`config.mk`:
```
export PLATFORM = sky130hd
export DESIGN_NAME = coh_home_dir
export DESIGN_NICKNAME = d
export VERILOG_FILES = /design/src/rtl/coh_home_pkg.sv /design/src/rtl/coh_dir_table.sv /design/src/rtl/coh_line_store.sv /design/src/rtl/coh_low_pick.sv /design/src/rtl/coh_home_dir.sv
export SDC_FILE = /design/constraint.sdc
export NUM_CORES = 1
export LEC_CHECK = 0
export BUFFER_PORTS_ARGS = -buffer_cell sky130_fd_sc_hd__buf_2
export CAP_MARGIN = 20
export CORE_MARGIN = 4
export CORE_UTILIZATION = 35
export DETAILED_ROUTE_END_ITERATION = 10
export GPL_TIMING_DRIVEN = 0
export SYNTH_ARGS = -nofsm -noshare
export SYNTH_HDL_FRONTEND = slang
export SYNTH_HIERARCHICAL = 1
export SYNTH_SLANG_ARGS = --single-unit
export TNS_END_PERCENT = 1
```
`constraint.sdc`:
```
create_clock -name clk -period 4.31 [get_ports clk]
set_input_delay 0.6465 -clock clk [delete_from_list [all_inputs] [get_ports clk]]
set_output_delay 0.6465 -clock clk [all_outputs]
set_load 0.03 [all_outputs]
```
`src/rtl/coh_home_pkg.sv`:
```
// Shared encodings of the home-node directory controller.
// Assumes: message and request codes are visible at the ports, so their
// values are fixed here and decoded by the requesting and remote nodes.
package coh_home_pkg;

    typedef enum logic [1:0] {
        RK_READ  = 2'd0,
        RK_WRITE = 2'd1,
        RK_WBACK = 2'd2
    } req_kind_e;

    typedef enum logic [1:0] {
        MK_INV       = 2'd0,
        MK_FETCH     = 2'd1,
        MK_FETCH_INV = 2'd2,
        MK_REPLY     = 2'd3
    } msg_kind_e;

    typedef enum logic [1:0] {
        DS_UNCACHED = 2'd0,
        DS_SHARED   = 2'd1,
        DS_EXCL     = 2'd2
    } dir_state_e;

    typedef enum logic [2:0] {
        ST_IDLE,
        ST_PLAN,
        ST_SEND,
        ST_WAIT,
        ST_REPLY
    } ctl_state_e;

endpackage

```
`src/rtl/coh_dir_table.sv`:
```
// Directory storage: one coherence state and one presence vector per line.
// Assumes: a single read port that is combinational and a single write port
// that is registered. Reset clears every entry to Uncached with no sharers.
module coh_dir_table
    import coh_home_pkg::*;
#(
    parameter int LINES  = 8,
    parameter int NODES  = 4,
    parameter int LINE_W = (LINES > 1) ? $clog2(LINES) : 1
) (
    input  logic              clk,
    input  logic              rst_n,
    input  logic [LINE_W-1:0] rd_line,
    output dir_state_e        rd_state,
    output logic [NODES-1:0]  rd_sharers,
    input  logic              wr_en,
    input  logic [LINE_W-1:0] wr_line,
    input  dir_state_e        wr_state,
    input  logic [NODES-1:0]  wr_sharers
);

    dir_state_e       st_arr [LINES];
    logic [NODES-1:0] sh_arr [LINES];

    for (genvar g = 0; g < LINES; g++) begin : g_entry
        // Hold one line's entry; load it when the write port selects it.
        always_ff @(posedge clk) begin
            if (!rst_n) begin
                st_arr[g] <= DS_UNCACHED;
                sh_arr[g] <= '0;
            end else if (wr_en && (wr_line == LINE_W'(g))) begin
                st_arr[g] <= wr_state;
                sh_arr[g] <= wr_sharers;
            end
        end
    end

    // Present the entry of the addressed line.
    always_comb begin
        rd_state   = st_arr[rd_line];
        rd_sharers = sh_arr[rd_line];
    end

endmodule

```
`src/rtl/coh_line_store.sv`:
```
// Home memory of the lines: one data word per line.
// Assumes: the read is combinational and the write registered; reset clears
// all words to zero so the starting content is known.
module coh_line_store #(
    parameter int LINES  = 8,
    parameter int DATA_W = 16,
    parameter int LINE_W = (LINES > 1) ? $clog2(LINES) : 1
) (
    input  logic              clk,
    input  logic              rst_n,
    input  logic [LINE_W-1:0] rd_line,
    output logic [DATA_W-1:0] rd_data,
    input  logic              wr_en,
    input  logic [LINE_W-1:0] wr_line,
    input  logic [DATA_W-1:0] wr_data
);

    logic [DATA_W-1:0] words [LINES];

    for (genvar g = 0; g < LINES; g++) begin : g_word
        // Keep one line's data; overwrite it on a selected write.
        always_ff @(posedge clk) begin
            if (!rst_n) begin
                words[g] <= '0;
            end else if (wr_en && (wr_line == LINE_W'(g))) begin
                words[g] <= wr_data;
            end
        end
    end

    // Drive the addressed word.
    assign rd_data = words[rd_line];

endmodule

```
`src/rtl/coh_low_pick.sv`:
```
// Finds the lowest set bit of a node vector and returns its index.
// Assumes: NODES is at least 1. The index is meaningless when found is 0.
module coh_low_pick #(
    parameter int NODES = 4,
    parameter int IDX_W = (NODES > 1) ? $clog2(NODES) : 1
) (
    input  logic [NODES-1:0] vec,
    output logic             found,
    output logic [IDX_W-1:0] idx
);

    // Scan from the top so that the lowest set bit wins.
    always_comb begin
        found = 1'b0;
        idx   = '0;
        for (int i = NODES - 1; i >= 0; i--) begin
            if (vec[i]) begin
                found = 1'b1;
                idx   = IDX_W'(i);
            end
        end
    end

endmodule

```
`src/rtl/coh_home_dir.sv`:
```
// Home-node directory controller. Takes one request at a time and looks up
// the directory. Sends point-to-point invalidate or fetch messages, one per
// cycle, and counts the acknowledgements back. It then replies with the line
// data and rewrites the directory entry.
// Assumes: each messaged node acknowledges exactly once. Acknowledgements from
// nodes that are not awaited are dropped. Fetch acknowledgements carry data.
module coh_home_dir
    import coh_home_pkg::*;
#(
    parameter int NODES  = 4,
    parameter int LINES  = 8,
    parameter int DATA_W = 16,
    localparam int NODE_W = (NODES > 1) ? $clog2(NODES) : 1,
    localparam int LINE_W = (LINES > 1) ? $clog2(LINES) : 1
) (
    input  logic              clk,
    input  logic              rst_n,
    input  logic              req_valid,
    output logic              req_ready,
    input  logic [1:0]        req_kind,
    input  logic [NODE_W-1:0] req_node,
    input  logic [LINE_W-1:0] req_line,
    input  logic [DATA_W-1:0] req_data,
    output logic              msg_valid,
    output logic [1:0]        msg_kind,
    output logic [NODE_W-1:0] msg_node,
    output logic [LINE_W-1:0] msg_line,
    output logic [DATA_W-1:0] msg_data,
    input  logic              ack_valid,
    input  logic [NODE_W-1:0] ack_node,
    input  logic              ack_has_data,
    input  logic [DATA_W-1:0] ack_data
);

    ctl_state_e        st_q;
    req_kind_e         kind_q;
    logic [NODE_W-1:0] node_q;
    logic [LINE_W-1:0] line_q;
    logic [DATA_W-1:0] data_q;
    logic [NODES-1:0]  psh_q;
    logic [NODES-1:0]  todo_q;
    logic [NODES-1:0]  outst_q;
    msg_kind_e         skind_q;

    dir_state_e        d_state;
    logic [NODES-1:0]  d_sharers;
    logic              dir_we;
    dir_state_e        dir_wstate;
    logic [NODES-1:0]  dir_wsharers;

    logic [DATA_W-1:0] mem_rdata;
    logic              mem_we;
    logic [DATA_W-1:0] mem_wdata;

    logic              pick_found;
    logic [NODE_W-1:0] pick_idx;

    logic [NODES-1:0]  req_bit;
    logic [NODES-1:0]  send_bit;
    logic [NODES-1:0]  ack_bit;
    logic              ack_hit;
    logic              wb_ok;
    logic [NODES-1:0]  plan_todo;
    msg_kind_e         plan_kind;

    coh_dir_table #(
        .LINES (LINES),
        .NODES (NODES),
        .LINE_W(LINE_W)
    ) u_table (
        .clk       (clk),
        .rst_n     (rst_n),
        .rd_line   (line_q),
        .rd_state  (d_state),
        .rd_sharers(d_sharers),
        .wr_en     (dir_we),
        .wr_line   (line_q),
        .wr_state  (dir_wstate),
        .wr_sharers(dir_wsharers)
    );

    coh_line_store #(
        .LINES (LINES),
        .DATA_W(DATA_W),
        .LINE_W(LINE_W)
    ) u_store (
        .clk    (clk),
        .rst_n  (rst_n),
        .rd_line(line_q),
        .rd_data(mem_rdata),
        .wr_en  (mem_we),
        .wr_line(line_q),
        .wr_data(mem_wdata)
    );

    coh_low_pick #(
        .NODES(NODES),
        .IDX_W(NODE_W)
    ) u_pick (
        .vec  (todo_q),
        .found(pick_found),
        .idx  (pick_idx)
    );

    // One-hot masks for the requester, the node being messaged and the acker.
    always_comb begin
        req_bit  = NODES'(1) << node_q;
        ack_hit  = ack_valid && ((st_q == ST_SEND) || (st_q == ST_WAIT))
                   && outst_q[ack_node];
        ack_bit  = ack_hit ? (NODES'(1) << ack_node) : '0;
        send_bit = ((st_q == ST_SEND) && pick_found) ? (NODES'(1) << pick_idx) : '0;
    end

    // Write-back is taken only from the current exclusive owner.
    assign wb_ok = (st_q == ST_PLAN) && (kind_q == RK_WBACK)
                   && (d_state == DS_EXCL) && d_sharers[node_q];

    // Decide which nodes must be messaged, and with which message kind.
    always_comb begin
        plan_todo = '0;
        plan_kind = MK_INV;
        if (kind_q == RK_READ) begin
            if (d_state == DS_EXCL) begin
                plan_todo = d_sharers & ~req_bit;
                plan_kind = MK_FETCH;
            end
        end else if (kind_q == RK_WRITE) begin
            if (d_state == DS_SHARED) begin
                plan_todo = d_sharers & ~req_bit;
                plan_kind = MK_INV;
            end else if (d_state == DS_EXCL) begin
                plan_todo = d_sharers & ~req_bit;
                plan_kind = MK_FETCH_INV;
            end
        end
    end

    // Memory is written by an owner's write-back or by returned dirty data.
    always_comb begin
        mem_we    = wb_ok || (ack_hit && ack_has_data);
        mem_wdata = wb_ok ? data_q : ack_data;
    end

    // Directory is rewritten on a write-back or when the reply leaves.
    always_comb begin
        dir_we       = wb_ok || (st_q == ST_REPLY);
        dir_wstate   = DS_SHARED;
        dir_wsharers = psh_q | req_bit;
        if (wb_ok) begin
            dir_wstate   = DS_UNCACHED;
            dir_wsharers = '0;
        end else if (kind_q == RK_WRITE) begin
            dir_wstate   = DS_EXCL;
            dir_wsharers = req_bit;
        end
    end

    // Main sequencer: accept, plan, send, wait for acknowledgements, reply.
    always_ff @(posedge clk) begin
        if (!rst_n) begin
            st_q    <= ST_IDLE;
            kind_q  <= RK_READ;
            node_q  <= '0;
            line_q  <= '0;
            data_q  <= '0;
            psh_q   <= '0;
            todo_q  <= '0;
            skind_q <= MK_INV;
        end else begin
            case (st_q)
                ST_IDLE: begin
                    if (req_valid) begin
                        kind_q <= req_kind_e'(req_kind);
                        node_q <= req_node;
                        line_q <= req_line;
                        data_q <= req_data;
                        st_q   <= ST_PLAN;
                    end
                end
                ST_PLAN: begin
                    psh_q   <= d_sharers;
                    todo_q  <= plan_todo;
                    skind_q <= plan_kind;
                    st_q    <= (kind_q == RK_WBACK) ? ST_IDLE : ST_SEND;
                end
                ST_SEND: begin
                    todo_q <= todo_q & ~send_bit;
                    if (!pick_found) begin
                        st_q <= ST_WAIT;
                    end
                end
                ST_WAIT: begin
                    if (outst_q == '0) begin
                        st_q <= ST_REPLY;
                    end
                end
                ST_REPLY: begin
                    st_q <= ST_IDLE;
                end
                default: st_q <= ST_IDLE;
            endcase
        end
    end

    // Outstanding set: a bit is set when its message leaves and cleared by its ack.
    always_ff @(posedge clk) begin
        if (!rst_n) begin
            outst_q <= '0;
        end else begin
            outst_q <= (outst_q | send_bit) & ~ack_bit;
        end
    end

    // Drive the request handshake and the single outgoing message port.
    always_comb begin
        req_ready = (st_q == ST_IDLE);
        msg_valid = (st_q == ST_REPLY) || ((st_q == ST_SEND) && pick_found);
        msg_kind  = (st_q == ST_REPLY) ? 2'(MK_REPLY) : 2'(skind_q);
        msg_node  = (st_q == ST_REPLY) ? node_q : pick_idx;
        msg_line  = line_q;
        msg_data  = (st_q == ST_REPLY) ? mem_rdata : '0;
    end

endmodule

```
==> flow_summary.yaml, run 1 <==
run_status:
  outcome: "completed"
placement:
  io_buffers: 70
  placed_cells: 1246
  hpwl_mm: 19.2
  gp_congestion: 0.786
worst_setup_path:
  r2r-end: "u_table/sh_arr[0][1]"
  end_kind: "flop"
  worst_ep_arrival_time_ps: 4430
  reg2reg_from: "msg_line[0]"
  start_kind: "flop"
  r2r_cells: 9
  critical_path_class: "reg2reg"
  required_ps: 4430
  crit_fanout: 11
  r2r_setup_slack_ps: 3
clocking:
  h-tree-depth: 1
  cts_tree: "yes"
  clk_latency_ps: 500
  cts_buffers: 23
  root_buffer: "clkbuf_16"
  cts_buffer_depth: 3
  clk_pin_slew_ps: 60
  cts.sinks: 216
route:
  vias_per_cell: 5.37
  routed_wl_mm: 26.6
  remaining_drc_errors: 0
  drt_iter0_markers: 458
  vias: 6914
  ant_nets: 0
  dr.pass1.iters: 5
  routedWlPerCell_um: 20.7
power:
  power_per_cell_area_nw_per_um2: 399
  ir_drop_uv: 250
  p_leak_uw: 0.00421
timing:
  fin_crit_ps: 4310
  relSlewSlack_pct: 32.7
  fin_setup_tns_ps: 0
  finalMaxSlewViolations: 0
  fin_hold_ws_ps: 379
  min_period_over_period_pct: 99.9
  hold_viol: 0
  skew_ps: 12.1
  fmax_mhz: 232
  worst_pin_slew_ps: 1010
  rsz0062_at_grt: "true"
  finalSetupViolations: 0
logic_synthesis:
  yosysMostFrequentCell: "edfxtp_1"
  yosys-top-cells-area: "edfxtp_1 (51%), mux4_1 (10%), nor3_1 (8.3%), dfxtp_1 (7.8%), mux2_2 (3.5%)"
  synth_edf_count: 176
  ys_types: 45
  syn-instance-count: 787
  yosysTopAreaCell: "edfxtp_1"
  synth_ff_type: "edfxtp_1"
  synth_top_area_share_pct: 51.4
  seq_area_frac_synth_pct: 59.2
  synth_area_um2: 10300
  synth_nets: 833
  synth_commonest_cells: "edfxtp_1 (176), nor3_1 (170), nand2_1 (69), clkbuf_1 (50)"
  synthArstFlopShare_pct: 0
  yosys_register_bits: 216
  synth_area_per_cell_um2: 13.1
  yosysWarnings: 6
grt:
  gr-usage-met1_pct: 22.1
  grt_overflow_total: 0
  grt_use_met3_pct: 2.57
  track_usage_pct: 16.1
  grt_pass1_vias: 6938
  grt_max_degree: 19
  antenna_found_initial: 0
  use_met2_pct: 27.0
  grt_pass1_wl_mm: 41.1
  busiest_layer: "met2"
worst_hold_path:
  worstHoldPathCells: 3
  hold_end: "node_q[1]"
  hold_start: "req_node[1]"
  min_path_type: "in2reg"
floorplanning:
  fp-row-count: 62
  start_util_pct: 35.6
  die_w_um: 179
  die_y_um: 179
  die_area_um2: 32200
  core_area_um2: 28900
  ios: 71
layout:
  area.growth.synth_to_final_pct: 16.1
  antenna_cells: 0
  drive_gt1_share_pct: 20.7
  finalNonFillerCells: 1287
  fin_util_pct: 41.4
  nNetsFinal: 933
run:
  maxCapViolations: 0
[layer usage]
metal,share of wire (%),vias to the layer above
li1,-,3246
met1,44,3393
met2,48,232
met3,5.9,43
met4,2.1,0
met5,0,-
[cell families after synthesis]
group | synth area share (%)
flip-flops | 59.2
multiplexers | 16.2
AND/OR/NAND/NOR | 16.2
AO/OA/AOI/OAI | 4.31
buffers and inverters | 4.06
[placed cells by master, fill, tap and decap left out, types with 4 or more instances in the layout]
| cell | n |
|---|---|
| nor3_1 | 170 |
| nand2b_1 | 15 |
| mux4_2 | 6 |
| nand2_1 | 69 |
| mux2_4 | 8 |
| and2_1 | 16 |
| nor2_1 | 6 |
| nand3b_1 | 4 |
| mux4_1 | 40 |
| buf_6 | 8 |
| clkbuf_16 | 23 |
| dfxtp_1 | 39 |
| o22ai_1 | 4 |
| o21ai_2 | 9 |
| buf_1 | 4 |
| o21ai_1 | 5 |
| nor4_1 | 13 |
| nand3_1 | 9 |
| mux2_2 | 32 |
| clkinv_1 | 19 |
| a21oi_1 | 7 |
| o211a_1 | 4 |
| inv_1 | 12 |
| edfxtp_1 | 176 |
| a21boi_0 | 12 |
| clkbuf_1 | 56 |
| buf_2 | 78 |
| a21boi_1 | 17 |
[cell type report]
| type | count | area (um2) |
|---|---|---|
| Buffer | 69 | 318 |
| Clock buffer | 34 | 647 |
| Clock inverter | 7 | 60.1 |
| Fill cell | 2722 | 16900 |
| Inverter | 28 | 105 |
| Multi-Input combinational cell | 474 | 3820 |
| Sequential cell | 216 | 6090 |
| Tap cell | 384 | 480 |
| Timing Repair Buffer | 75 | 418 |
[report_power, final]
| group | internal, uW | switching [uW] | total [uW] |
|---|---|---|---|
| Combinational | 195 | 326 | 521 |
| Clock | 1090 | 773 | 1870 |
| Sequential | 2330 | 40.9 | 2370 |
| Total | 3620 | 1140 | 4760 |
[worst max-delay path by stage]
stage,start,endpoint,depth (start not counted)
2_1_floorplan,msg_line[0],u_store/words[7][0],9
3_3_place_gp,msg_line[2],u_store/words[2][10],9
3_5_place_dp,msg_line[2],u_table/sh_arr[5][0],9
4_1_cts,msg_line[0],u_table/sh_arr[6][3],9
5_1_grt,msg_line[2],u_store/words[3][9],11
6_report,msg_line[0],u_table/sh_arr[0][1],9
[per-stage QoR]
step                      power (uW)  instance area [um2]  worst slack [ps]
after floorplan                 2740                10300               119
after global placement          2920                11100             -1200
after detailed placement        2940                11200              -299
after CTS                       4810                11900              12.1
after global routing            4950                11900              -173
final                           4760                11900              2.96
[state kept, by name (all words and copies together), names as in the netlist]
signal / cells
outst_q: 4
kind_q: 2
data_q: 16
u_table/sh_arr: 32
st_q: 3
todo_q: 4
msg_line: 3
u_store/words: 128
skind_q: 2
psh_q: 4
u_table/st_arr: 16
node_q: 2
[worst max-delay path: stages (launching register included)]
cell and delay [ps]:
dfxtp_1 650, buf_6 240, mux4_1 600, mux2_2 310, and4bb_2 340, nand3_4 180, buf_6 240, o21ai_0 310
nand2b_1 250, o31ai_1 790
[what timing repair did]
action / 4_1_cts / 5_1_grt
endpoints found under the hold margin: 0 / 0
endpoints found under the setup margin: 198 / 144
buffers inserted: 0 / 0
gates cloned: 0 / 0
hold buffers: 0 / 0
gates resized for setup: 6 / 8
Note: power is estimated with default switching activity, not from simulation.
==> run 2: changes to the inputs <==
--- a/config.mk
+++ b/config.mk
@@ -8,9 +8,10 @@
 export BUFFER_PORTS_ARGS = -buffer_cell sky130_fd_sc_hd__buf_2
 export CAP_MARGIN = 20
 export CORE_MARGIN = 4
-export CORE_UTILIZATION = 35
+export CORE_UTILIZATION = 50
 export DETAILED_ROUTE_END_ITERATION = 10
 export GPL_TIMING_DRIVEN = 0
+export PLACE_DENSITY = 0.68
 export SYNTH_ARGS = -nofsm -noshare
 export SYNTH_HDL_FRONTEND = slang
 export SYNTH_HIERARCHICAL = 1
==> flow_summary.yaml, run 2 (same netlist as run 1, synthesis figures left out) <==
placement:
  io_buffers: 70
  place_area_um2: 11100
  gp_congestion: 0.852
  dp_slack_ps: -321
  hpwl_mm: 17.4
layout:
  fillers: 1605
  largest_register_ffs: 128
  nNetsFinal: 933
  top_regs: "u_store/words x128, u_table/sh_arr x32"
  fin_util_pct: 58.6
  most-common-layout-cells: "edfxtp_1 (176), nor3_1 (170), buf_2 (76)"
  drive_gt1_share_pct: 21.0
  antenna_cells: 0
  multi_input_area_um2: 3830
  final_area_um2: 11900
  area.growth.synth_to_final_pct: 15.3
  mostFrequentLayoutCell: "edfxtp_1"
  seqCellArea_um2: 6090
  regMostFlops: "u_store/words"
run:
  maxCapViolations: 0
timing:
  finalSetupViolations: 0
  fin_crit_ps: 4290
  fmax_mhz: 233
  hold_viol: 0
  finalMaxSlewViolations: 0
  min_period_over_period_pct: 99.6
  fin_ws_ps: 19.0
  relSlewSlack_pct: 31.9
  rsz0062_at_grt: "true"
  fin_hold_ws_ps: 371
  skew_ps: 9.82
  worst_pin_slew_ps: 1020
floorplanning:
  die_w_um: 151
  ios: 71
  die_y_um: 151
  core_area_um2: 20200
  fp-row-count: 52
  start_util_pct: 50.8
  die_area_um2: 22900
worst_setup_path:
  worst-path-buf-inv: 4
  worst_ep_arrival_time_ps: 4520
  crit_fanout: 11
  path_delay_family: "multiplexers"
  start_kind: "flop"
  cpMostUsedCell: "buf_6"
  critical_path.cell_chain: "buf_6 > mux4_1 > mux2_2 > mux4_2 > nand3_4 > buf_6 > nand2_1 > nand3b_1 > clkbuf_1 > buf_1 > nor3_1"
  required_ps: 4540
  cp_slowest_cell: "dfxtp_1"
  critical_path_class: "reg2reg"
  max_stage_delay_ps: 620
  end_kind: "flop"
route:
  routedWlPerCell_um: 21.4
  vias_per_cell: 5.87
  routed_wl_mm: 25.2
  remaining_drc_errors: 0
  ant_nets: 0
  drt_iter0_markers: 457
  dr.pass1.iters: 5
  vias: 6896
power:
  ir_drop_uv: 385
  p_leak_uw: 0.00425
  power_per_cell_area_nw_per_um2: 413
clocking:
  cts_tree: "yes"
  cts.sinks: 216
  clk_latency_ps: 510
  cts_buffer_depth: 3
  cts_buffers: 24
  h-tree-depth: 1
  cts_hold_buf: 0
  clk_pin_slew_ps: 60
  root_buffer: "clkbuf_16"
worst_hold_path:
  min_path_type: "in2reg"
run_status:
  outcome: "completed"
grt:
  grt_pass1_wl_mm: 39.2
  grt_pass1_vias: 6933
  grt_overflow_total: 0
  grt_max_degree: 19
  antenna_found_initial: 0
  track_usage_pct: 22.5
==> run 2: final timing paths <==
| kind | slack, ps | startpoint | cells past startpoint | endpoint |
|---|---|---|---|---|
| max | 20 | msg_line[0] | 11 | u_store/words[3][2] |
| max reg2reg | 20 | msg_line[0] | 11 | u_store/words[3][2] |
| min reg2reg | 450 | skind_q[1] | 2 | skind_q[1] |
| min | 370 | req_kind[0] | 3 | kind_q[0] |
==> run 2: cell type report <==
cell class	instances	share of cell area, %
clock buffers	32	5.67
repair buffers	74	3.40
multi-input cells	474	32.3
well taps	270	2.85
plain buffers	69	2.67
flip-flops and latches	216	51.3
inverters	28	0.886
clock inverters	11	0.908
==> run 2: worst register-to-register path, cell delays in order, from the launching register on <==
cell and delay, ps:
dfxtp_1 620, buf_6 240, mux4_1 610, mux2_2 330, mux4_2 520, nand3_4 160
buf_6 200, nand2_1 140, nand3b_1 110, clkbuf_1 460, buf_1 510, nor3_1 110
==> run 2: per-stage QoR <==
step | TNS [ps] | power (uW) | cells
after floorplan | 0 | 2740 | 787
final | 0 | 4900 | 1174
after global routing | -8470 | 5070 | 1174
after global placement | -160790 | 2910 | 1127
after CTS | 0 | 4930 | 1174
after detailed placement | -15840 | 2920 | 1131
==> run 2: what timing repair did <==
item | in CTS | in global routing
gates cloned | 0 | 0
buffers inserted | 0 | 0
setup endpoints to repair | 168 | 158
resized for setup | 3 | 14
==> run 2: report_power, final <==
| part | switching [uW] | internal [uW] | leakage, uW |
|---|---|---|---|
| clock network | 800 | 1210 | 0.000387 |
| logic | 322 | 194 | 0.00171 |
| registers | 38.9 | 2330 | 0.00214 |
==> run 2: layer usage <==
metal	up-vias	part of all wire, %	track usage (%)
met3	34	6.5	3.47
met4	0	1.7	5.21
met5	-	0	0
met1	3377	42	30.9
li1	3223	-	-
met2	262	49	38.0
